$ cat src/rtl/gwa_pkg.sv
package gwa_pkg;
  typedef enum logic [1:0] {
    ARB_IDLE   = 2'd0,
    ARB_REQ    = 2'd1,
    ARB_XFER   = 2'd2,
    ARB_LINGER = 2'd3
  } arb_state_t;
endpackage

$ cat src/rtl/gwa_alloc_reg.sv
module gwa_alloc_reg #(
  parameter int ALLOC_W = 8
) (
  input  logic               clk,
  input  logic               rst_n,
  input  logic               wr_en,
  input  logic [ALLOC_W-1:0] wr_data,
  output logic [ALLOC_W-1:0] win_mask,
  output logic               win_en
);
  logic [ALLOC_W-1:0] alloc_q, alloc_d;
  logic [ALLOC_W-1:0] inv_v, inv_inc;
  logic               packed_ok;

  // ones packed from the top <=> inverted value is a run of low ones
  always_comb begin
    inv_v     = ~wr_data;
    inv_inc   = inv_v + ALLOC_W'(1);
    packed_ok = ((inv_v & inv_inc) == '0);
    alloc_d   = alloc_q;
    if (wr_en) alloc_d = packed_ok ? wr_data : '0;
  end

  always_ff @(posedge clk or negedge rst_n) begin
    if (!rst_n) alloc_q <= '0;
    else        alloc_q <= alloc_d;
  end

  assign win_mask = alloc_q;
  assign win_en   = (alloc_q != '0);
endmodule

$ cat src/rtl/gwa_window_dec.sv
module gwa_window_dec #(
  parameter int ADDR_W  = 16,
  parameter int ALLOC_W = 8
) (
  input  logic [ADDR_W-1:0]  addr,
  input  logic [ALLOC_W-1:0] win_mask,
  input  logic               win_en,
  output logic               hit
);
  localparam int TOP_LSB = ADDR_W - ALLOC_W;
  logic [ALLOC_W-1:0] bit_ok;

  for (genvar i = 0; i < ALLOC_W; i++) begin : g_bit
    assign bit_ok[i] = ~win_mask[i] | addr[TOP_LSB + i];
  end

  assign hit = win_en & (&bit_ok);
endmodule

$ cat src/rtl/gwa_arb_fsm.sv
module gwa_arb_fsm
  import gwa_pkg::*;
(
  input  logic clk,
  input  logic rst_n,
  input  logic glob_acc,
  input  logic bus_gnt,
  output logic bus_req,
  output logic xfer
);
  arb_state_t st_q, st_d;

  always_comb begin
    st_d = st_q;
    unique case (st_q)
      ARB_IDLE:   if (glob_acc) st_d = ARB_REQ;
      ARB_REQ:    if (bus_gnt)  st_d = ARB_XFER;
      ARB_XFER:   st_d = ARB_LINGER;
      ARB_LINGER: begin
        if (glob_acc) st_d = bus_gnt ? ARB_XFER : ARB_REQ;
        else          st_d = ARB_IDLE;
      end
      default:    st_d = ARB_IDLE;
    endcase
  end

  always_ff @(posedge clk or negedge rst_n) begin
    if (!rst_n) st_q <= ARB_IDLE;
    else        st_q <= st_d;
  end

  assign bus_req = (st_q != ARB_IDLE);
  assign xfer    = (st_q == ARB_XFER);
endmodule

$ cat src/rtl/gwa_top.sv
module gwa_top #(
  parameter int ADDR_W  = 16,
  parameter int ALLOC_W = 8,
  parameter int SYNC_N  = 2
) (
  input  logic               clk,
  input  logic               rst_n,
  input  logic               cpu_req,
  input  logic [ADDR_W-1:0]  cpu_addr,
  input  logic               cpu_we,
  output logic               cpu_rdy,
  input  logic               cfg_we,
  input  logic [ALLOC_W-1:0] cfg_wdata,
  output logic               bus_req,
  input  logic               bus_gnt,
  output logic               ext_strb,
  output logic [ADDR_W-1:0]  ext_addr,
  output logic               ext_we
);
  logic [SYNC_N-1:0]  rst_pipe;
  logic               rst_sync_n;
  logic [ALLOC_W-1:0] win_mask;
  logic               win_en;
  logic               hit;
  logic               glob_acc;
  logic               xfer;

  // asynchronous assertion, synchronous release
  always_ff @(posedge clk or negedge rst_n) begin
    if (!rst_n) rst_pipe <= '0;
    else        rst_pipe <= {rst_pipe[SYNC_N-2:0], 1'b1};
  end
  assign rst_sync_n = rst_pipe[SYNC_N-1];

  gwa_alloc_reg #(.ALLOC_W(ALLOC_W)) i_alloc (
    .clk(clk), .rst_n(rst_sync_n), .wr_en(cfg_we), .wr_data(cfg_wdata),
    .win_mask(win_mask), .win_en(win_en)
  );

  gwa_window_dec #(.ADDR_W(ADDR_W), .ALLOC_W(ALLOC_W)) i_dec (
    .addr(cpu_addr), .win_mask(win_mask), .win_en(win_en), .hit(hit)
  );

  assign glob_acc = cpu_req & hit;

  gwa_arb_fsm i_fsm (
    .clk(clk), .rst_n(rst_sync_n), .glob_acc(glob_acc), .bus_gnt(bus_gnt),
    .bus_req(bus_req), .xfer(xfer)
  );

  assign cpu_rdy  = ~glob_acc | xfer;
  assign ext_strb = xfer;
  assign ext_addr = cpu_addr;
  assign ext_we   = cpu_we;
endmodule

$ cat config.mk
export PLATFORM = sky130hd
export DESIGN_NAME = gwa_top
export DESIGN_NICKNAME = d
export VERILOG_FILES = /design/src/rtl/gwa_pkg.sv /design/src/rtl/gwa_alloc_reg.sv /design/src/rtl/gwa_window_dec.sv /design/src/rtl/gwa_arb_fsm.sv /design/src/rtl/gwa_top.sv
export SDC_FILE = /design/constraint.sdc
export NUM_CORES = 1
export LEC_CHECK = 0
export BUFFER_PORTS_ARGS = -buffer_cell sky130_fd_sc_hd__buf_2
export CAP_MARGIN = 20
export CORE_MARGIN = 2
export CORE_UTILIZATION = 40
export DETAILED_ROUTE_END_ITERATION = 16
export GPL_ROUTABILITY_DRIVEN = 1
export PLACE_DENSITY = 0.82
export REMOVE_ABC_BUFFERS = 1
export SYNTH_ARGS = -nofsm -noshare
export SYNTH_HDL_FRONTEND = slang
export SYNTH_SLANG_ARGS = --single-unit
$ cat constraint.sdc
create_clock -name clk -period 1.9 [get_ports clk]
set_input_delay 0.285 -clock clk [delete_from_list [all_inputs] [get_ports clk]]
set_output_delay 0.285 -clock clk [all_outputs]
set_load 0.02 [all_outputs]
==> summary by stage <==
Worst setup path
The data arrival time of the critical path is 1.65 ns. The worst setup path is of the flop to output pin kind. STA classifies the critical path startpoint as a flop. The combined buffer and inverter count along the critical path is 1. STA classifies the critical path endpoint as an output pin.

Along the worst path, the maximum fanout reaches 2. The signal on the critical path passes through nor2b_4 > a2111oi_4 > nand4_1 > or2_1 > buf_2. The family of cells with the greatest summed delay on the critical path is simple AND/OR/NAND/NOR gates.

The worst stage delay on the critical path is 0.38 ns. STA puts the critical path data required time at 1.62 ns. The cell at the slowest stage of the critical path is dfrtp_1.

Clock tree
After clock tree synthesis, the clock-pin slew on the worst setup and hold paths is 0.07 ns. The depth of the CTS H-tree is 1. The number of buffers created by CTS is 3. TritonCTS built the clock tree. CTS placed an instance of clkbuf_4 at the clock tree root. The clock tree buffer depth is 2.

The clock latency at the later pin of the worst-skew pair is 0.27 ns. Clock tree synthesis found a total of 12 sinks.

STA
The number of endpoints with negative hold slack in the final report is 0. The worst clock skew is 0.00569 ns. The smallest clock period supported by the final layout is computed as 1.93 ns. After layout, the worst setup slack is -0.0326 ns. Setup repair after global routing could not meet its margin everywhere. Final hold analysis gives a worst-case slack of 0.142 ns.

The final worst-path cycle share is 102%. The max-slew violation total from the final report is 0. The number of endpoints failing setup at the final stage is 1. Adding up every negative setup slack in the final design gives -0.0326 ns. The maximum clock frequency is 0.517 GHz.

Die
The floorplan has 15 rows. The total core area is 0.00173 mm^2. The top-level port count is 50. The die extent in y is 46.7 um.

The die extent in x is 46.7 um. The area of the die is 0.00218 mm^2. The initial utilization of the core area, before any placement, comes to 42.2%.

Power
Internal power comes to 0.495 mW. Summed over all cells, the static leakage comes to 0.451 nW. Combinational cells account for 29.9% of the total power. The reported net switching power is 0.226 mW. The worst-case IR drop observed on VDD is 0.437 mV. The clock network burns 26.7% of the power.

Registers are responsible for 43.5% of the overall power. The total power per unit cell area is 843 mW/mm^2. The power after layout is 0.721 mW.

The switching fraction of total power is 31.4%.

Global routing
Entering global routing, the biggest net connects 11 pins. The wire length of the first global-routing pass is 2.14 mm. The total overflow reported by the global router is 0. The global-route usage over all layers is 14.7%. The via count of the first global-routing pass is 509. The number of antenna violations at the first check in global routing is 0.

Layout
The fraction of final layout cells with drive strength greater than 1 is 45.7%. The final layout contains 125 nets. Compared with the post-synthesis result, the final layout area differs by 17.5%. The repair_antennas step left the layout with diodes totalling 0. The count of non-filler cells in the finished layout is 119.

Yosys
During synthesis, Yosys emitted a total of 0 warnings. The average size of a mapped cell is 10.1 um^2. Yosys mapped the design onto 23 distinct sky130hd cell types. The most used flip-flop cell after synthesis is dfrtp_1. In this run, synthesis produced a sequential element count of 12.

After synthesis, the share of flip-flops with an asynchronous set or reset is 100%. Summed over its instances, the top area cell type makes up 41.2% of the synthesized netlist area. The most instantiated library cell after synthesis is buf_4. The cell area after technology mapping is 728 um^2. The commonest cells after synthesis are 17 x buf_4, 12 x dfrtp_1, 9 x inv_1.

The number of synthesized flops with an enable pin is 0. After synthesis, the cell types taking the most area are dfrtp_1 41%, buf_4 18%, a22o_1 8.4%, inv_1 4.6%, a2111oi_4 3.8%. After synthesis, flip-flops and latches occupy 41.2% of the total area. The number of instances in the synthesized netlist is 72. dfrtp_1 takes more of the synthesized area than any other cell.

Placement
The routability-driven placement congestion ratio is 0.788. Port buffering added 31 buffers. The number of cells after detailed placement is 111. The placed wire-length estimate after detailed placement is 1.16 mm.

Flow run
The tool flagged a number of max-cap violations equal to 0.

Drt
Before antenna repair, the detailed router went through 4 iterations. For this block, the routed nets add up to 1.40 mm of wire. The number of DRC markers in iteration 0 is 8. The average wire length per cell after detail routing is 11.7 um. The detailed-route via count is 578. The number of routed nets with antenna violations is 0. The per-cell via count in the routed design is 4.86. The DRC violation count after routing is 0.

Status
The checks that failed: negative setup slack. The flow ran to the end, but the final reports show violations.

Hold path
The class of the most critical hold timing path is flop to async pin.
-- sequential cells by signal (all words and copies together) (netlist names) --
signal,count
rst_pipe,2
i_fsm.st_q,2
i_alloc.win_mask,8
-- cells in the final DEF, fill, tap and decap left out --
cell	synthesis	routed
buf_4	17	3
buf_2	0	31
inv_1	9	9
and2_1	1	1
nor2b_1	3	3
a21boi_0	1	1
a22o_2	1	1
a21oi_1	2	2
nand4_1	1	1
or2_1	1	1
dfrtp_1	12	12
a22o_1	7	7
a221oi_2	1	1
nor3_2	1	1
a222oi_1	1	1
clkbuf_8	0	1
o221ai_1	1	1
nor2b_4	1	1
dlygate4sd3_1	0	1
a41oi_1	1	1
nand2_1	2	2
a2111oi_4	1	1
clkbuf_4	0	3
conb_1	1	1
nor2_1	4	4
nor4_1	2	2
a211oi_1	1	1
-- layout make-up --
type,count,area (um^2)
repair buffers,35,188
clock buffers,4,36.3
fillers,176,871
inverters,9,33.8
multi-input cells,34,267
flip-flops and latches,12,300
well taps,25,31.3
-- metal layers --
metal	routed length [um]	global-route usage, %	share of wire (%)	vias up
met1	605	17.6	43	246
li1	-	-	-	279
met3	154	5.49	11	4
met4	47	14.4	3.4	0
met5	0	0	0	-
met2	587	19.4	42	49
-- worst register-to-register path: stages, from the launching register on --
cell and delay [ns]:
dfrtp_1 0.38, nor2b_4 0.13, a2111oi_4 0.34, nand4_1 0.15, buf_4 0.17, a221oi_2 0.21
-- cell families after synthesis --
group                  count (synthesis)  synth area share [%]
buffers and inverters                 26                  22.2
AOI/OAI and AO/OA                     17                  22.9
and+or+nand+nor                       16                  13.2
DFF                                   12                  41.2
other                                  1                 0.515
-- repair_timing --
action / 4_1_cts / 5_1_grt
pin swaps: 2 / 1
gates resized for setup: 0 / 0
endpoints found under the setup margin: 1 / 1
hold buffers: 1 / 0
gates cloned: 0 / 0
endpoints found under the hold margin: 2 / 0
buffers inserted: 3 / 0
-- power by group through the flow --
stage | sequential [mW] | clock [mW] | combinational [mW]
floorplan | 0.313 | 0 | 0.127
global placement | 0.318 | 0 | 0.208
detailed placement | 0.320 | 0 | 0.212
CTS | 0.314 | 0.200 | 0.220
global route | 0.320 | 0.215 | 0.246
finish | 0.314 | 0.192 | 0.215
-- metrics by stage --
step	setup slack, ns	instance area, um^2	utilization, %
2_1_floorplan	0.338	601	-
3_3_place_gp	0.229	787	45.6
3_5_place_dp	0.184	787	45.6
4_1_cts	-0.0552	856	49.6
5_1_grt	-0.141	856	49.6
6_report	-0.0326	856	49.6
-- worst paths after layout --
path	from	end	slack (ns)	cells after the start
max in group asynchronous	rst_n	rst_pipe[0]	1.48	2
min in group clk	bus_gnt	i_fsm.st_q[0]	0.22	2
worst min register to register	rst_pipe[1]	i_alloc.win_mask[3]	0.14	0
worst min-delay path	rst_pipe[1]	i_alloc.win_mask[3]	0.14	0
worst max-delay path	i_alloc.win_mask[5]	cpu_rdy	-0.03	5
worst max register to register	i_alloc.win_mask[5]	i_fsm.st_q[0]	0.43	5
(Power assumes the default switching activity.)
